### config.mk
export PLATFORM = sky130hd
export DESIGN_NAME = reqack_monitor
export DESIGN_NICKNAME = d
export VERILOG_FILES = /design/src/rtl/reqack_pkg.sv /design/src/rtl/reqack_edge.sv /design/src/rtl/reqack_ticket_bank.sv /design/src/rtl/reqack_line_fsm.sv /design/src/rtl/reqack_err_reg.sv /design/src/rtl/reqack_monitor.sv
export SDC_FILE = /design/constraint.sdc
export NUM_CORES = 1
export LEC_CHECK = 0
export BUFFER_PORTS_ARGS = -buffer_cell sky130_fd_sc_hd__buf_2
export CORE_UTILIZATION = 49
export DETAILED_ROUTE_END_ITERATION = 10
export PLACE_DENSITY_LB_ADDON = 0.2
export SLEW_MARGIN = 10
export SYNTH_ARGS = -nofsm -noshare
export SYNTH_HDL_FRONTEND = slang
export SYNTH_SLANG_ARGS = --single-unit
export TNS_END_PERCENT = 10
### constraint.sdc
create_clock -name clk -period 2.7 [get_ports clk]
set_input_delay 0.81 -clock clk [delete_from_list [all_inputs] [get_ports clk]]
set_output_delay 0.81 -clock clk [all_outputs]
set_load 0.02 [all_outputs]
### src/rtl/reqack_pkg.sv
package reqack_pkg;

    typedef enum logic [1:0] {
        CAUSE_OVERFLOW = 2'b00,
        CAUSE_TIMEOUT  = 2'b01,
        CAUSE_NODROP   = 2'b10,
        CAUSE_SPURIOUS = 2'b11
    } cause_e;

    typedef enum logic [1:0] {
        LINE_OPEN  = 2'b00,
        LINE_DROP  = 2'b01,
        LINE_QUIET = 2'b10
    } line_state_e;

    typedef struct packed {
        logic timeout;
        logic nodrop;
        logic spurious;
        logic overflow;
    } viol_t;

endpackage

### src/rtl/reqack_edge.sv
module reqack_edge (
    input  logic clk,
    input  logic rst_n,
    input  logic req,
    output logic rise
);
    logic req_q;

    always_ff @(posedge clk or negedge rst_n) begin
        if (!rst_n) begin
            req_q <= 1'b0;
        end else begin
            req_q <= req;
        end
    end

    // New request only on a low-to-high step of the line
    assign rise = req && !req_q;

endmodule

### src/rtl/reqack_ticket_bank.sv
module reqack_ticket_bank #(
    parameter int SLOTS  = 4,
    parameter int AGE_W  = 4,
    parameter int WINDOW = 10
) (
    input  logic             clk,
    input  logic             rst_n,
    input  logic             push,
    input  logic             retire,
    output logic             head_valid,
    output logic [AGE_W-1:0] head_age,
    output logic             full
);
    localparam int TKT_W = $clog2(SLOTS);
    localparam int CNT_W = TKT_W + 1;
    localparam logic [AGE_W-1:0] AGE_MAX = '1;

    logic [TKT_W-1:0] issue_q;
    logic [TKT_W-1:0] serve_q;
    logic [CNT_W-1:0] count_q;
    logic [SLOTS-1:0] valid_vec;
    logic [AGE_W-1:0] age_arr [SLOTS];
    logic             do_push;

    assign full    = (count_q == CNT_W'(SLOTS));
    assign do_push = push && !full;

    // One slot per ticket value; a slot ages while it waits
    generate
        for (genvar s = 0; s < SLOTS; s++) begin : g_slot
            logic             v_q;
            logic [AGE_W-1:0] a_q;
            logic             hit_push;
            logic             hit_retire;

            assign hit_push   = do_push && (issue_q == TKT_W'(s));
            assign hit_retire = retire && (serve_q == TKT_W'(s));

            always_ff @(posedge clk or negedge rst_n) begin
                if (!rst_n) begin
                    v_q <= 1'b0;
                    a_q <= '0;
                end else if (hit_push) begin
                    v_q <= 1'b1;
                    a_q <= AGE_W'(1);
                end else if (hit_retire) begin
                    v_q <= 1'b0;
                    a_q <= '0;
                end else if (v_q && (a_q != AGE_MAX)) begin
                    a_q <= a_q + AGE_W'(1);
                end
            end

            assign valid_vec[s] = v_q;
            assign age_arr[s]   = a_q;
        end
    endgenerate

    always_ff @(posedge clk or negedge rst_n) begin
        if (!rst_n) begin
            issue_q <= '0;
            serve_q <= '0;
            count_q <= '0;
        end else begin
            if (do_push) begin
                issue_q <= issue_q + TKT_W'(1);
            end
            if (retire) begin
                serve_q <= serve_q + TKT_W'(1);
            end
            if (do_push && !retire) begin
                count_q <= count_q + CNT_W'(1);
            end else if (!do_push && retire) begin
                count_q <= count_q - CNT_W'(1);
            end
        end
    end

    assign head_valid = valid_vec[serve_q];
    assign head_age   = age_arr[serve_q];

    AST_COUNT_BOUND: assert property (@(posedge clk) disable iff (!rst_n)
        count_q <= CNT_W'(SLOTS));
    AST_HEAD_IN_WINDOW: assert property (@(posedge clk) disable iff (!rst_n)
        head_valid |-> (head_age >= AGE_W'(1) && head_age <= AGE_W'(WINDOW)));
    AST_RETIRE_HAS_HEAD: assert property (@(posedge clk) disable iff (!rst_n)
        retire |-> head_valid);
    AST_NO_OVERFLOW: assert property (@(posedge clk) disable iff (!rst_n)
        (push && full && !retire) |=> full);

endmodule

### src/rtl/reqack_line_fsm.sv
module reqack_line_fsm
    import reqack_pkg::*;
#(
    parameter int AGE_W  = 4,
    parameter int WINDOW = 10
) (
    input  logic             clk,
    input  logic             rst_n,
    input  logic             ack,
    input  logic             head_valid,
    input  logic [AGE_W-1:0] head_age,
    output logic             credit,
    output logic             timeout,
    output logic             nodrop,
    output logic             spurious
);
    line_state_e state_q;
    line_state_e state_d;
    logic        in_window;

    assign in_window = head_valid && (head_age >= AGE_W'(1))
                       && (head_age <= AGE_W'(WINDOW));

    // State register
    always_ff @(posedge clk or negedge rst_n) begin
        if (!rst_n) begin
            state_q <= LINE_OPEN;
        end else begin
            state_q <= state_d;
        end
    end

    // Next state
    always_comb begin
        state_d = state_q;
        unique case (state_q)
            LINE_OPEN:  if (ack && in_window) state_d = LINE_DROP;
            LINE_DROP:  state_d = LINE_QUIET;
            LINE_QUIET: if (ack && in_window) state_d = LINE_DROP;
            default:    state_d = LINE_OPEN;
        endcase
    end

    // Outputs
    always_comb begin
        credit   = 1'b0;
        nodrop   = 1'b0;
        spurious = 1'b0;
        unique case (state_q)
            LINE_OPEN: begin
                credit   = ack && in_window;
                spurious = ack && !in_window;
            end
            LINE_DROP: begin
                nodrop = ack;
            end
            LINE_QUIET: begin
                credit = ack && in_window;
                nodrop = ack && !in_window;
            end
            default: begin
                credit = 1'b0;
            end
        endcase
        timeout = head_valid && (head_age == AGE_W'(WINDOW)) && !credit;
    end

    AST_SINGLE_CREDIT: assert property (@(posedge clk) disable iff (!rst_n)
        credit |=> !credit);

endmodule

### src/rtl/reqack_err_reg.sv
module reqack_err_reg
    import reqack_pkg::*;
(
    input  logic        clk,
    input  logic        rst_n,
    input  viol_t       viol,
    output logic        err_valid,
    output logic [1:0]  err_cause
);
    cause_e cause_d;
    logic   any_d;

    assign any_d = viol.timeout || viol.nodrop || viol.spurious || viol.overflow;

    always_comb begin
        if (viol.timeout) begin
            cause_d = CAUSE_TIMEOUT;
        end else if (viol.nodrop) begin
            cause_d = CAUSE_NODROP;
        end else if (viol.spurious) begin
            cause_d = CAUSE_SPURIOUS;
        end else begin
            cause_d = CAUSE_OVERFLOW;
        end
    end

    always_ff @(posedge clk or negedge rst_n) begin
        if (!rst_n) begin
            err_valid <= 1'b0;
            err_cause <= 2'b00;
        end else begin
            err_valid <= any_d;
            err_cause <= any_d ? cause_d : 2'b00;
        end
    end

endmodule

### src/rtl/reqack_monitor.sv
module reqack_monitor
    import reqack_pkg::*;
#(
    parameter int SLOTS  = 4,
    parameter int AGE_W  = 4,
    parameter int WINDOW = 10
) (
    input  logic       clk,
    input  logic       rst_n,
    input  logic       req,
    input  logic       ack,
    output logic       err_valid,
    output logic [1:0] err_cause
);
    logic             rise;
    logic             head_valid;
    logic [AGE_W-1:0] head_age;
    logic             full;
    logic             credit;
    logic             timeout;
    logic             nodrop;
    logic             spurious;
    logic             retire;
    viol_t            viol;

    reqack_edge u_edge (
        .clk   (clk),
        .rst_n (rst_n),
        .req   (req),
        .rise  (rise)
    );

    reqack_ticket_bank #(
        .SLOTS  (SLOTS),
        .AGE_W  (AGE_W),
        .WINDOW (WINDOW)
    ) u_bank (
        .clk        (clk),
        .rst_n      (rst_n),
        .push       (rise),
        .retire     (retire),
        .head_valid (head_valid),
        .head_age   (head_age),
        .full       (full)
    );

    reqack_line_fsm #(
        .AGE_W  (AGE_W),
        .WINDOW (WINDOW)
    ) u_line (
        .clk        (clk),
        .rst_n      (rst_n),
        .ack        (ack),
        .head_valid (head_valid),
        .head_age   (head_age),
        .credit     (credit),
        .timeout    (timeout),
        .nodrop     (nodrop),
        .spurious   (spurious)
    );

    assign retire        = credit || timeout;
    assign viol.timeout  = timeout;
    assign viol.nodrop   = nodrop;
    assign viol.spurious = spurious;
    assign viol.overflow = rise && full;

    reqack_err_reg u_err (
        .clk       (clk),
        .rst_n     (rst_n),
        .viol      (viol),
        .err_valid (err_valid),
        .err_cause (err_cause)
    );

    AST_HELD_ACK_FLAGGED: assert property (@(posedge clk) disable iff (!rst_n)
        ($past(credit) && ack) |=> err_valid);

endmodule

Word-level counts from Yosys, hierarchy flattened
Index checks and enable logic that the tools add are counted.
W data, S select, Z words.
- register bits after elaboration: 33
- bits of input ports: 4
- output and inout port bits: 3
- add/sub/neg operators: 8
- magnitude comparators: 4
- equality and inequality tests: 15
- mux-type cells: 36
- bitwise logic cells: 1
- reduce and logical (&&, ||, !) cells: 46
- operators by type and width (cell ; count):
    $mux W4 ; 14
    $logic_and A1 B1 Y1 ; 23
    $add A4 B1 Y4 const B ; 4
    $ne A4 B4 Y1 const B ; 4
    $reduce_bool A3 Y1 ; 4
    $mux W1 ; 11
    $eq A2 B2 Y1 const B ; 5
    $mux W2 ; 5
    $reduce_bool A2 Y1 ; 5
    $bmux W4 S2 ; 1
    $eq A2 B1 Y1 const B ; 3
    $logic_not A1 Y1 ; 6
    $logic_not A2 Y1 ; 3
    $mux W3 ; 2
    $add A2 B1 Y2 const B ; 2
    $eq A4 B4 Y1 const B ; 1
    $ge A4 B1 Y1 const B ; 1
    $le A4 B4 Y1 const B ; 1
    $logic_or A1 B1 Y1 ; 4
    $pmux W2 S2 ; 1
    $add A3 B1 Y3 const B ; 1
    $eq A3 B3 Y1 const B ; 1
    $ge A3 B3 Y1 const B ; 1
    $lt A2 B3 Y1 const B ; 1
    6 further kinds ; 6

Depth between registers and ports, before layout
Gate-level depths: netlist of run 1.
- depth in word-level cells: 15
- gate-level depth with buffers: 12

By module
From an unflattened synthesis of run 1, not the netlist that was laid out.
- cells, all modules: 208
- area total of the unflattened synthesis: 2079.5 um^2
- by module, submodules not included (module ; times used ; cells an instance ; area an instance (um^2) ; sequential area each (um^2)):
    reqack_ticket_bank ; 1 ; 164 ; 1654.1 ; 675.6
    reqack_line_fsm ; 1 ; 31 ; 272.8 ; 50.0
    reqack_err_reg ; 1 ; 9 ; 101.3 ; 75.1
    reqack_edge ; 1 ; 2 ; 38.8 ; 25.0
    reqack_monitor ; 1 ; 2 ; 12.5 ; 0.0

Least setup slack after synthesis of run 1
Ideal clock, no wire load.
- kind: flip-flop to flip-flop
- start: reg u_bank.serve_q[0]
- end: reg u_bank.count_q[2]
- setup time: 0.079 ns
- data arrival time: 2.853 ns
- slack: -0.232 ns
- cell stages (with the launch flop): 13
- period minus slack after synthesis: 2.932 ns
- cell sequence: dfrtp_1 -> buf_6 -> mux4_2 -> or4_4 -> nand4_4 -> a21oi_2 -> inv_1 -> ha_1 -> inv_1 -> fa_1 -> xor2_1 -> nor2_1 -> xor2_1
- longest elaborated chain between the ends: 15
- elaborated cells between the ends (all ways): 22
- classes of those cells: order compare (2); eq/ne (1); mux (7); bitwise (1); reduce/logical (11)
- ends and longest elaborated chain (what ; RTL line ; RTL):
    start, declared ; reqack_ticket_bank.sv:19 ; logic [TKT_W-1:0] serve_q;
    start signal, assigned ; reqack_ticket_bank.sv:69 ; serve_q <= serve_q + TKT_W'(1);
    $not A2 Y3 (not written as such) ; reqack_ticket_bank.sv:80 ; assign head_age = age_arr[serve_q];
    $bmux W4 S2 ; reqack_ticket_bank.sv:80 ;
    $mux W4 (not written as such) (2 in a row) ; reqack_ticket_bank.sv:80 ;
    $ge A4 B1 Y1 ; reqack_line_fsm.sv:21 ; assign in_window = head_valid && (head_age >= AGE_W'(1))
    $logic_and A1 B1 Y1 ; reqack_line_fsm.sv:21 ;
    $logic_and A1 B1 Y1 ; reqack_line_fsm.sv:22 ; && (head_age <= AGE_W'(WINDOW));
    $logic_and A1 B1 Y1 ; reqack_line_fsm.sv:51, reqack_line_fsm.sv:58 ;
    $mux W1 ; -- ;
    $logic_not A1 Y1 ; reqack_line_fsm.sv:65 ; timeout = head_valid && (head_age == AGE_W'(WINDOW)) && !credit;
    $logic_and A1 B1 Y1 ; reqack_line_fsm.sv:65 ;
    $logic_or A1 B1 Y1 * ; reqack_monitor.sv:62 ; assign retire = credit || timeout;
    $logic_not A1 Y1 ; reqack_ticket_bank.sv:71 ; if (do_push && !retire) begin
    $logic_and A1 B1 Y1 ; reqack_ticket_bank.sv:71 ;
    $mux W3 or $reduce_bool A2 Y1 (tied branches) ; -- ;
    end signal, assigned ; reqack_ticket_bank.sv:72 ; count_q <= count_q + CNT_W'(1);
    end signal, assigned ; reqack_ticket_bank.sv:74 ; count_q <= count_q - CNT_W'(1);
    end, declared ; reqack_ticket_bank.sv:20 ; logic [CNT_W-1:0] count_q;
Every way passes the cells marked *; elsewhere a longest branch is shown, timed or not. The select of a mux whose other input is x is not followed.
A chain may end at the register's enable or synchronous reset.

Worst setup path after layout of run 1
Ends and elaborated chain as after synthesis.

==> run metrics, run 1 <==
status finished with violations; failing checks setup timing; Crit Reg-Reg Endpoint u_bank.count_q[2]; vias in the first global route 1,466; Die W 64.3 microns; pwr dens 1410 nW/um^2; via count 1,410; Reg power frac 30.9%; Site Rows 22; Setup TNS -0.0182 ns; Post-DRT Antenna Nets 0; switch share 41.2%; crit path kind reg2reg; Setup-failing EPs final 1; Final nets 238; total die area 4130 sq um; initial antenna violation count 0; I/O pin total 7; Max Cap Viol 0; fin crit period 2.72 ns; register area share after synthesis 43.4%; Final Max Slew Viols 0; drt first pass iters 4; htree depth 2; CORE AREA 3690 sq um; Placed Area 2140 sq um; M3 GR Usage 5.36%; static leakage 1.08 nW; logic gate share of total power 58.5%; die span in y 64.3 microns; Initial Utilization 51.6%; syn nets 203; wire per inst 14.3 microns; clock sink count 33; final WL 3770 microns; final hold vios 0; synth top area cells dfrtp_1, ha_1, mux4_2; Total GRT Usage 21.8%; top cell type's share of synthesized area 43.4%; post-synthesis cell area 1900 sq um; Post-Layout Inst Area 2250 sq um; RSZ-0062 raised after global routing true; Yosys cell types 32; Top FF cell, synth dfrtp_1; Final WS setup -0.0182 ns; proportion of layout cells with a drive suffix above 1 24.5%; Overflow after GRT 0; FF-to-FF path depth 11; slew margin rel. 51.0%; routing usage on met2 37.2%; FF-to-FF setup slack -0.02 ns; Post-Synthesis Cells 182; peak supply drop 573 uV; number of synthesis warnings 0; detailed router's first-iteration violation count 57; Post-synth top cells dfrtp_1, nand2_1, ha_1, o21ai_0; Hold EP u_bank.count_q[2]; Req. time, crit path 2.91 ns; GR met1 Demand/Resource 26.6%; port bufs 6; Worst Max-Slew Pin Slew 0.735 ns; Post-synth EDFFs 0; global-route wire length before repair 6740 microns; TritonCTS clock tree built; Worst Setup End Kind flip-flop; Clock transition at path regs 0.06 ns; Syn Area/Cell 10.4 sq um; FFs w/ async S/R, synth 100%; switching power 1.31 mW; Clock Tree Root clkbuf_8; Crit Path Max Fanout 4; number of diodes 0; post-synthesis register bit count 33; clk_lat worst skew 0.28 ns; post-detail-place hpwl 2830 microns; Hold WS 0.474 ns; final period utilization 101%; clk_skew 0.00415 ns; Pint 1.87 mW; cell with the most instances after synthesis dfrtp_1; global routing's busiest layer met2; reg2reg start u_bank.serve_q[0]; FMAX 368 MHz; HP Class reg2reg; WP data arrival 2.93 ns; Final GP Congestion 0.885; Yosys top cell by area dfrtp_1; CTS Buf Count 5; Remaining DRCs 0; Clock Power Share 10.5%; Hold Path Depth 1; pin count of the biggest net entering global routing 34; crit start category flip-flop; worst hold start u_bank.count_q[2]; Util after Layout 61.0%; Longest Clk Path Bufs 2; P&R area growth vs syn 18.4%; Vias/cell 5.34
[how the worst max path moves through the flow]
stage	slack [ns]	startpoint	cells after the start	to
3_3_place_gp	-0.08	u_bank.serve_q[0]	11	u_bank.count_q[2]
2_1_floorplan	-0.15	u_bank.serve_q[0]	12	u_bank.count_q[2]
3_5_place_dp	-0.18	u_bank.serve_q[0]	11	u_bank.count_q[2]
5_1_grt	-0.13	u_bank.serve_q[0]	11	u_bank.count_q[2]
6_report	-0.02	u_bank.serve_q[0]	11	u_bank.count_q[2]
4_1_cts	-0.11	u_bank.serve_q[0]	11	u_bank.count_q[2]
[layout make-up]
type	count	area (sq um)
Clock buffer	5	68.8
Clock inverter	1	5.00
Timing Repair Buffer	30	210
Sequential cell	33	827
Fill cell	311	1440
Multi-Input combinational cell	137	1040
Inverter	10	37.5
Tap cell	48	60.1
[cells by family (layout without fill, tap and decap cells)]
group	after synthesis	count (layout)	share of synthesized area (%)
multiplexers	12	12	10.2
XOR/XNOR	9	9	4.14
AO/OA/AOI/OAI	33	33	9.54
adder cells (fa/ha/maj)	17	17	11.6
buffers and inverters	12	46	2.96
flip-flops	33	33	43.4
AND/OR/NAND/NOR	66	66	18.2
[power by group through the flow]
stage / logic [mW] / registers, mW / clock network (mW)
2_1_floorplan: 1.21 / 0.967 / 0
3_3_place_gp: 1.67 / 0.977 / 0
4_1_cts: 1.83 / 0.985 / 0.344
6_report: 1.86 / 0.984 / 0.335
5_1_grt: 2.10 / 1.02 / 0.362
3_5_place_dp: 1.75 / 0.992 / 0
[per-layer routing]
layer  routed length, microns  share of wire, %
met1                     1740                46
met2                     1900                50
met3                      108               2.9
met4                       29              0.77
met5                        0                 0
[critical path, stage by stage (launching register included)]
cell,delay [ns]
dfrtp_2,0.42
mux4_2,0.52
or4_4,0.57
nand4_4,0.10
a21oi_4,0.04
inv_2,0.09
ha_4,0.14
inv_2,0.04
fa_2,0.32
xor2_1,0.14
nor2_1,0.13
xor2_1,0.15
[per-stage QoR]
step                      instances  worst slack [ns]  power [mW]
final                           264           -0.0182        3.18
after detailed placement        254            -0.177        2.74
after floorplan                 182            -0.149        2.18
after CTS                       263            -0.110        3.16
after global routing            264            -0.133        3.49
after global placement          254           -0.0845        2.64
[registers in the layout (all words and copies together) (netlist names)]
signal             cells
u_bank.g_slot.a_q     16
u_bank.g_slot.v_q      4
u_bank.count_q         3
u_bank.issue_q         2
u_bank.serve_q         2
u_err.err_cause        2
u_line.state_q         2
u_edge.req_q           1
u_err.err_valid        1
[what timing repair did]
| item | in CTS | in global routing |
|---|---|---|
| hold buffers | 0 | 0 |
| pin swaps | 5 | 4 |
| setup endpoints to repair | 2 | 2 |
| hold endpoints to repair | 0 | 0 |
| gates cloned | 0 | 0 |
| gates resized for setup | 2 | 2 |
| buffers inserted | 3 | 1 |
[cells in the final DEF (no fill, tap or decap), types with 2 or more instances in the layout]
cell	count
mux2_4	2
nand4_1	4
nor2_1	10
nand2b_1	4
xnor2_1	3
buf_2	6
nor3b_1	2
buf_4	24
mux4_2	5
mux2i_1	4
xor2_1	6
ha_1	15
clkbuf_8	5
a21oi_1	9
o21ai_1	6
inv_2	2
nor3_1	5
dfrtp_1	32
nand3_1	9
o21ai_0	12
and4b_1	4
nand2_1	25
inv_1	8
Power figures use the tool's default switching activity.
==> run 2, diff against run 1 <==
--- a/config.mk
+++ b/config.mk
@@ -8,6 +8,7 @@
 export BUFFER_PORTS_ARGS = -buffer_cell sky130_fd_sc_hd__buf_2
 export CORE_UTILIZATION = 49
 export DETAILED_ROUTE_END_ITERATION = 10
+export MAX_ROUTING_LAYER = met4
 export PLACE_DENSITY_LB_ADDON = 0.2
 export SLEW_MARGIN = 10
 export SYNTH_ARGS = -nofsm -noshare
==> run metrics, run 2 (synthesized netlist as in run 1, its figures left out) <==
final WL 3770 microns (-0.16%); Worst Setup End Kind flip-flop; number of flip-flops in the largest register 16 (unchanged); crit path kind reg2reg; WP data arrival 2.93 ns (about the same); vias in the first global route 1,468 (+0.14%); Overflow after GRT 0 (unchanged); htree depth 2 (unchanged); commonest non-fill, non-tap cell in the layout dfrtp_1; Req. time, crit path 2.91 ns (about the same); status finished with violations; Clock Power Share 10.6% (about the same); port bufs 6 (unchanged); Crit Path Max Fanout 4 (unchanged); slew margin rel. 51.3% (+0.34 points); Placed Instances 254 (unchanged); number of diodes 0 (unchanged); final period utilization 101% (about the same); Final Max Slew Viols 0 (unchanged); via count 1,414 (+0.28%); I/O pin total 7 (unchanged); clock sink count 33 (unchanged); RSZ-0062 raised after global routing true; Vias/cell 5.36 (+0.28%); detailed router's first-iteration violation count 57 (unchanged); TritonCTS clock tree built; Critical Path, Cell by Cell mux4_2 > or4_4 > nand4_4 > a21oi_4 > inv_2 > ha_4 > inv_2 > fa_2 > xor2_1 > nor2_1 > xor2_1; switching power 1.31 mW (about the same); Die W 64.3 microns (unchanged); failing checks setup timing; P&R area growth vs syn 18.4% (unchanged); Post-DRT Antenna Nets 0 (unchanged); Reg power frac 30.9% (about the same); clk_skew 0.00410 ns (-0.0000530 ns); initial antenna violation count 0 (unchanged); total die area 4130 sq um (unchanged); CP max stage cell or4_4; static leakage 1.08 nW (unchanged); highest-count cells in the layout ignoring fill and taps dfrtp_1, nand2_1, buf_4; global-route wire length before repair 6730 microns (-0.21%); FMAX 368 MHz (about the same); Final WS setup -0.0193 ns (-0.00109 ns); Pint 1.87 mW (about the same); CTS Buf Count 5 (unchanged); post-detail-place hpwl 2830 microns (unchanged); clk_lat worst skew 0.28 ns (about the same); HP Class reg2reg; CORE AREA 3690 sq um (unchanged); Clock transition at path regs 0.06 ns (about the same); slowest stage delay, CP 0.57 ns (about the same); Max Cap Viol 0 (unchanged); pwr dens 1410 nW/um^2 (about the same); die span in y 64.3 microns (unchanged); proportion of layout cells with a drive suffix above 1 24.5% (unchanged); Initial Utilization 51.6% (unchanged); Final nets 238 (unchanged); Final GP Congestion 0.900 (+1.7%); Final Instance Count excl. Fillers 264 (unchanged); final hold vios 0 (unchanged); Site Rows 22 (unchanged); crit start category flip-flop; Setup-failing EPs final 1 (unchanged); Remaining DRCs 0 (unchanged); Worst Max-Slew Pin Slew 0.730 ns (-0.00512 ns); Longest Clk Path Bufs 2 (unchanged); wire per inst 14.3 microns (-0.16%); drt first pass iters 4 (unchanged); Largest regs u_bank.g_slot.a_q (16), u_bank.g_slot.v_q (4), u_bank.count_q (3); Largest Register u_bank.g_slot.a_q; pin count of the biggest net entering global routing 34 (unchanged); Clock Tree Root clkbuf_8; total power 3.18 mW (about the same); fin crit period 2.72 ns (+0.00109 ns); logic gate share of total power 58.5% (about the same); peak supply drop 574 uV (+0.17%); switch share 41.2% (about the same); Total GRT Usage 22.3% (+0.58 points)
run 2: worst max-delay path, delay by kind of cell, from the launching register on:
kind,cells,cell delay (ns)
AO/OA/AOI/OAI,1,0.04
flip-flops,1,0.42
buffers and inverters,2,0.13
XOR/XNOR,2,0.29
multiplexers,1,0.52
adder cells (fa/ha/maj),2,0.46
AND/OR/NAND/NOR,3,0.80
run 2: layer usage:
layer,share of wire [%],wire length [microns],global-route usage (%),vias to the layer above
met5,0,0,-,-
met1,46,1720,26.5,681
li1,-,-,-,711
met3,2.9,111,5.36,6
met4,1.3,48,7.50,0
met2,50,1880,37.2,16
run 2: area by class of cell:
type | instances | area [sq um]
multi-input cells | 137 | 1040
well taps | 48 | 60.1
fillers | 311 | 1440
clock buffers | 5 | 68.8
repair buffers | 30 | 210
clock inverters | 1 | 5.00
inverters | 10 | 37.5
flip-flops and latches | 33 | 827
run 2: worst paths after layout:
kind | start | end | slack [ns] | cells after the start
max reg2reg | u_bank.serve_q[0] | u_bank.count_q[2] | -0.02 | 11
max in group asynchronous | rst_n | u_bank.serve_q[0] | 1.61 | 1
max | u_bank.serve_q[0] | u_bank.count_q[2] | -0.02 | 11
min in group asynchronous | rst_n | u_bank.g_slot[1].v_q | 0.59 | 1
min | u_bank.count_q[2] | u_bank.count_q[2] | 0.47 | 1
min reg2reg | u_bank.count_q[2] | u_bank.count_q[2] | 0.47 | 1
run 2: repair_timing:
item,in CTS,in global routing
buffers inserted,3,1
endpoints found under the hold margin,0,0
endpoints found under the setup margin,2,2
pin swaps,5,4
gates resized for setup,2,2
hold buffers,0,0
run 2: through the flow:
stage                     instance area [sq um]  setup TNS (ns)  util [%]  hold slack, ns  setup slack, ns
final                                      2250         -0.0193      61.0           0.474          -0.0193
after global routing                       2250          -0.201      61.0           0.503           -0.133
after CTS                                  2230          -0.176      60.5           0.481           -0.110
after detailed placement                   2140          -0.275      57.9           0.470           -0.177
after global placement                     2140          -0.128      57.9           0.445          -0.0845
after floorplan                            1910          -0.257         -           0.430           -0.149
run 2: power by group through the flow:
stage / Combinational, mW / Sequential [mW] / Clock [mW]
2_1_floorplan: 1.21 / 0.967 / 0
3_3_place_gp: 1.67 / 0.977 / 0
3_5_place_dp: 1.75 / 0.992 / 0
4_1_cts: 1.83 / 0.985 / 0.344
5_1_grt: 2.10 / 1.02 / 0.362
6_report: 1.86 / 0.983 / 0.336
==> run 3, diff against run 2 <==
--- a/config.mk
+++ b/config.mk
@@ -13,5 +13,6 @@
 export SLEW_MARGIN = 10
 export SYNTH_ARGS = -nofsm -noshare
 export SYNTH_HDL_FRONTEND = slang
+export SYNTH_HIERARCHICAL = 1
 export SYNTH_SLANG_ARGS = --single-unit
 export TNS_END_PERCENT = 10
==> run metrics, run 3 <==
status finished with violations; failing checks setup timing; Largest regs u_bank/g_slot.a_q (16), u_bank/g_slot.v_q (4), u_bank/count_q (3); Final WS setup -0.525 ns (-0.505 ns); vias in the first global route 1,773 (+21%); synth top area cells dfrtp_1, ha_1, mux4_2; die span in y 67.1 microns (+4.4%); Final GP Congestion 0.815 (-9.5%); register area share after synthesis 39.7% (-3.7 points); final period utilization 119% (+19 points); Vias/cell 5.79 (+8.0%); M3 GR Usage 6.25% (+0.89 points); CTS Buf Count 5 (unchanged); Remaining DRCs 0 (unchanged); Yosys top cell by area dfrtp_1; pwr dens 1340 nW/um^2 (-5.0%); Util after Layout 66.7% (+5.7 points); Worst Max-Slew Pin Slew 0.746 ns (+0.0154 ns); global-route wire length before repair 7680 microns (+14%); initial antenna violation count 0 (unchanged); FFs w/ async S/R, synth 100% (unchanged); peak supply drop 603 uV (+5.0%); global routing's busiest layer met2; top cell type's share of synthesized area 39.7% (-3.7 points); Die W 67.1 microns (+4.4%); I/O pin total 7 (unchanged); Post-DRT Antenna Nets 0 (unchanged); Site Rows 23 (+4.5%); Worst Setup End Kind flip-flop; Crit Path Max Fanout 5 (+1); Clock transition at path regs 0.06 ns (about the same); port bufs 6 (unchanged); detailed router's first-iteration violation count 87 (+53%); worst setup path start u_bank/serve_q[0]; routing usage on met2 41.8% (+4.5 points); Crit Reg-Reg Endpoint u_bank/count_q[1]; number of synthesis warnings 6 (+6); total die area 4510 sq um (+9.0%); CP Capture Point u_bank/count_q[1]; fin crit period 3.22 ns (+0.505 ns); Placed Instances 295 (+16%); proportion of layout cells with a drive suffix above 1 35.8% (+11 points); GR met1 Demand/Resource 25.4% (-1.0 points); number of diodes 0 (unchanged); Total GRT Usage 24.3% (+2.0 points); static leakage 1.32 nW (+23%); Largest Register u_bank/g_slot.a_q; Final Instance Count excl. Fillers 304 (+15%); Longest Clk Path Bufs 2 (unchanged); htree depth 2 (unchanged); cell with the most instances after synthesis dfrtp_1; Initial Utilization 51.6% (+0.055 points); Post-Layout Inst Area 2690 sq um (+19%); Final Max Slew Viols 0 (unchanged); clk_skew 0.00311 ns (-0.000995 ns); Final nets 277 (+16%); Post-synth EDFFs 0 (unchanged); post-synthesis cell area 2080 sq um (+9.3%); CORE AREA 4030 sq um (+9.2%); final WL 4830 microns (+28%); WP data arrival 3.39 ns (+0.46 ns); pin count of the biggest net entering global routing 34 (unchanged); highest-count cells in the layout ignoring fill and taps buf_4, dfrtp_1, nand3_1; P&R area growth vs syn 29.2%; Max Cap Viol 0 (unchanged); Clock Tree Root clkbuf_8; TritonCTS clock tree built; Syn Area/Cell 10.0 sq um (-4.3%); syn nets 231 (+14%); Post-CTS Hold Fix Bufs 0 (unchanged); HP Class reg2reg; Post-synth top cells dfrtp_1, inv_1, nand3_1, ha_1, nand2_1; commonest non-fill, non-tap cell in the layout buf_4; post-synthesis register bit count 33 (unchanged); FF-to-FF path depth 10 (-1); number of flip-flops in the largest register 16 (unchanged); clock sink count 33 (unchanged); Post-Synthesis Cells 208 (+14%); crit path kind reg2reg; clk_lat worst skew 0.28 ns (about the same); RSZ-0062 raised after global routing true; Setup-failing EPs final 23 (+22); Placed Area 2460 sq um (+15%); slew margin rel. 50.3% (-1.0 points); via count 1,759 (+24%); Yosys cell types 44 (+38%); drt first pass iters 4 (unchanged); Overflow after GRT 0 (unchanged); Top FF cell, synth dfrtp_1; wire per inst 15.9 microns (+11%); FMAX 310 MHz (-16%); reg2reg start u_bank/serve_q[0]; post-detail-place hpwl 3480 microns (+23%); total power 3.61 mW (+13%); crit start category flip-flop; Req. time, crit path 2.87 ns (-0.04 ns); final hold vios 0 (unchanged); FF-to-FF setup slack -0.52 ns (-0.51 ns)
-- run 3: cell count changes after synthesis, sizes merged, moves of 4 or more --
cell	change
and3	+5
a2bb2oi	+4
nor2b	+5
a211oi	+4
nor2	-4
clkbuf	+4
inv	+10
nand4b	+4
nand3	+10
nand2	-9
-- run 3: layout make-up --
class	count	area, sq um
Clock buffer	7	86.3
Fill cell	312	1340
Inverter	20	77.6
Multi-Input combinational cell	148	1290
Sequential cell	33	827
Tap cell	50	62.6
Timing Repair Buffer	46	343
-- run 3: cells by family after synthesis --
logic type,synth area share [%]
xor+xnor,2.11
mux,6.98
compound gates,12.3
flops,39.7
buf+inv,5.29
fa+ha+maj,11.8
simple gates,21.8
-- run 3: how the worst min path moves through the flow --
stage	from	to	slack, ns	cells past startpoint
3_5_place_dp	u_bank/count_q[2]	u_bank/count_q[2]	0.47	1
2_1_floorplan	u_bank/count_q[2]	u_bank/count_q[2]	0.44	1
4_1_cts	u_bank/count_q[2]	u_bank/count_q[2]	0.48	1
3_3_place_gp	u_bank/count_q[2]	u_bank/count_q[2]	0.46	1
6_report	u_bank/count_q[2]	u_bank/count_q[2]	0.47	1
5_1_grt	u_bank/count_q[2]	u_bank/count_q[2]	0.48	1
-- run 3: report_power, final --
| part | internal (mW) | switching [mW] |
|---|---|---|
| registers | 0.740 | 0.197 |
| logic | 1.20 | 1.10 |
| clock network | 0.202 | 0.168 |
| total | 2.14 | 1.47 |
-- run 3: through the flow --
stage                     hold WS [ns]  setup WS (ns)  TNS (ns)
after global routing             0.483         -0.665     -6.97
after detailed placement         0.472         -0.624     -6.56
after floorplan                  0.442         -0.713     -3.81
after CTS                        0.478         -0.540     -3.73
final                            0.467         -0.525     -3.44
after global placement           0.458         -0.545     -4.57
-- run 3: what timing repair did --
item	CTS	global route
pin swaps	5	4
setup endpoints to repair	24	25
resized for setup	23	10
setup buffers	2	0
-- run 3: worst max-delay path, cell delays in order (launching register included) --
cell and delay, ns:
dfrtp_2 0.43, mux4_2 0.53, or4_4 0.56, o2111a_4 0.18, a2111oi_4 0.31, or2_4 0.19
inv_4 0.03, ha_4 0.14, inv_2 0.05, fa_1 0.40, mux2_4 0.27
-- run 3: layer usage --
metal / part of all wire, % / vias to the layer above
met1: 42 / 859
met3: 3.7 / 16
met2: 51 / 51
met5: 0 / -
li1: - / 833
met4: 3.3 / 0
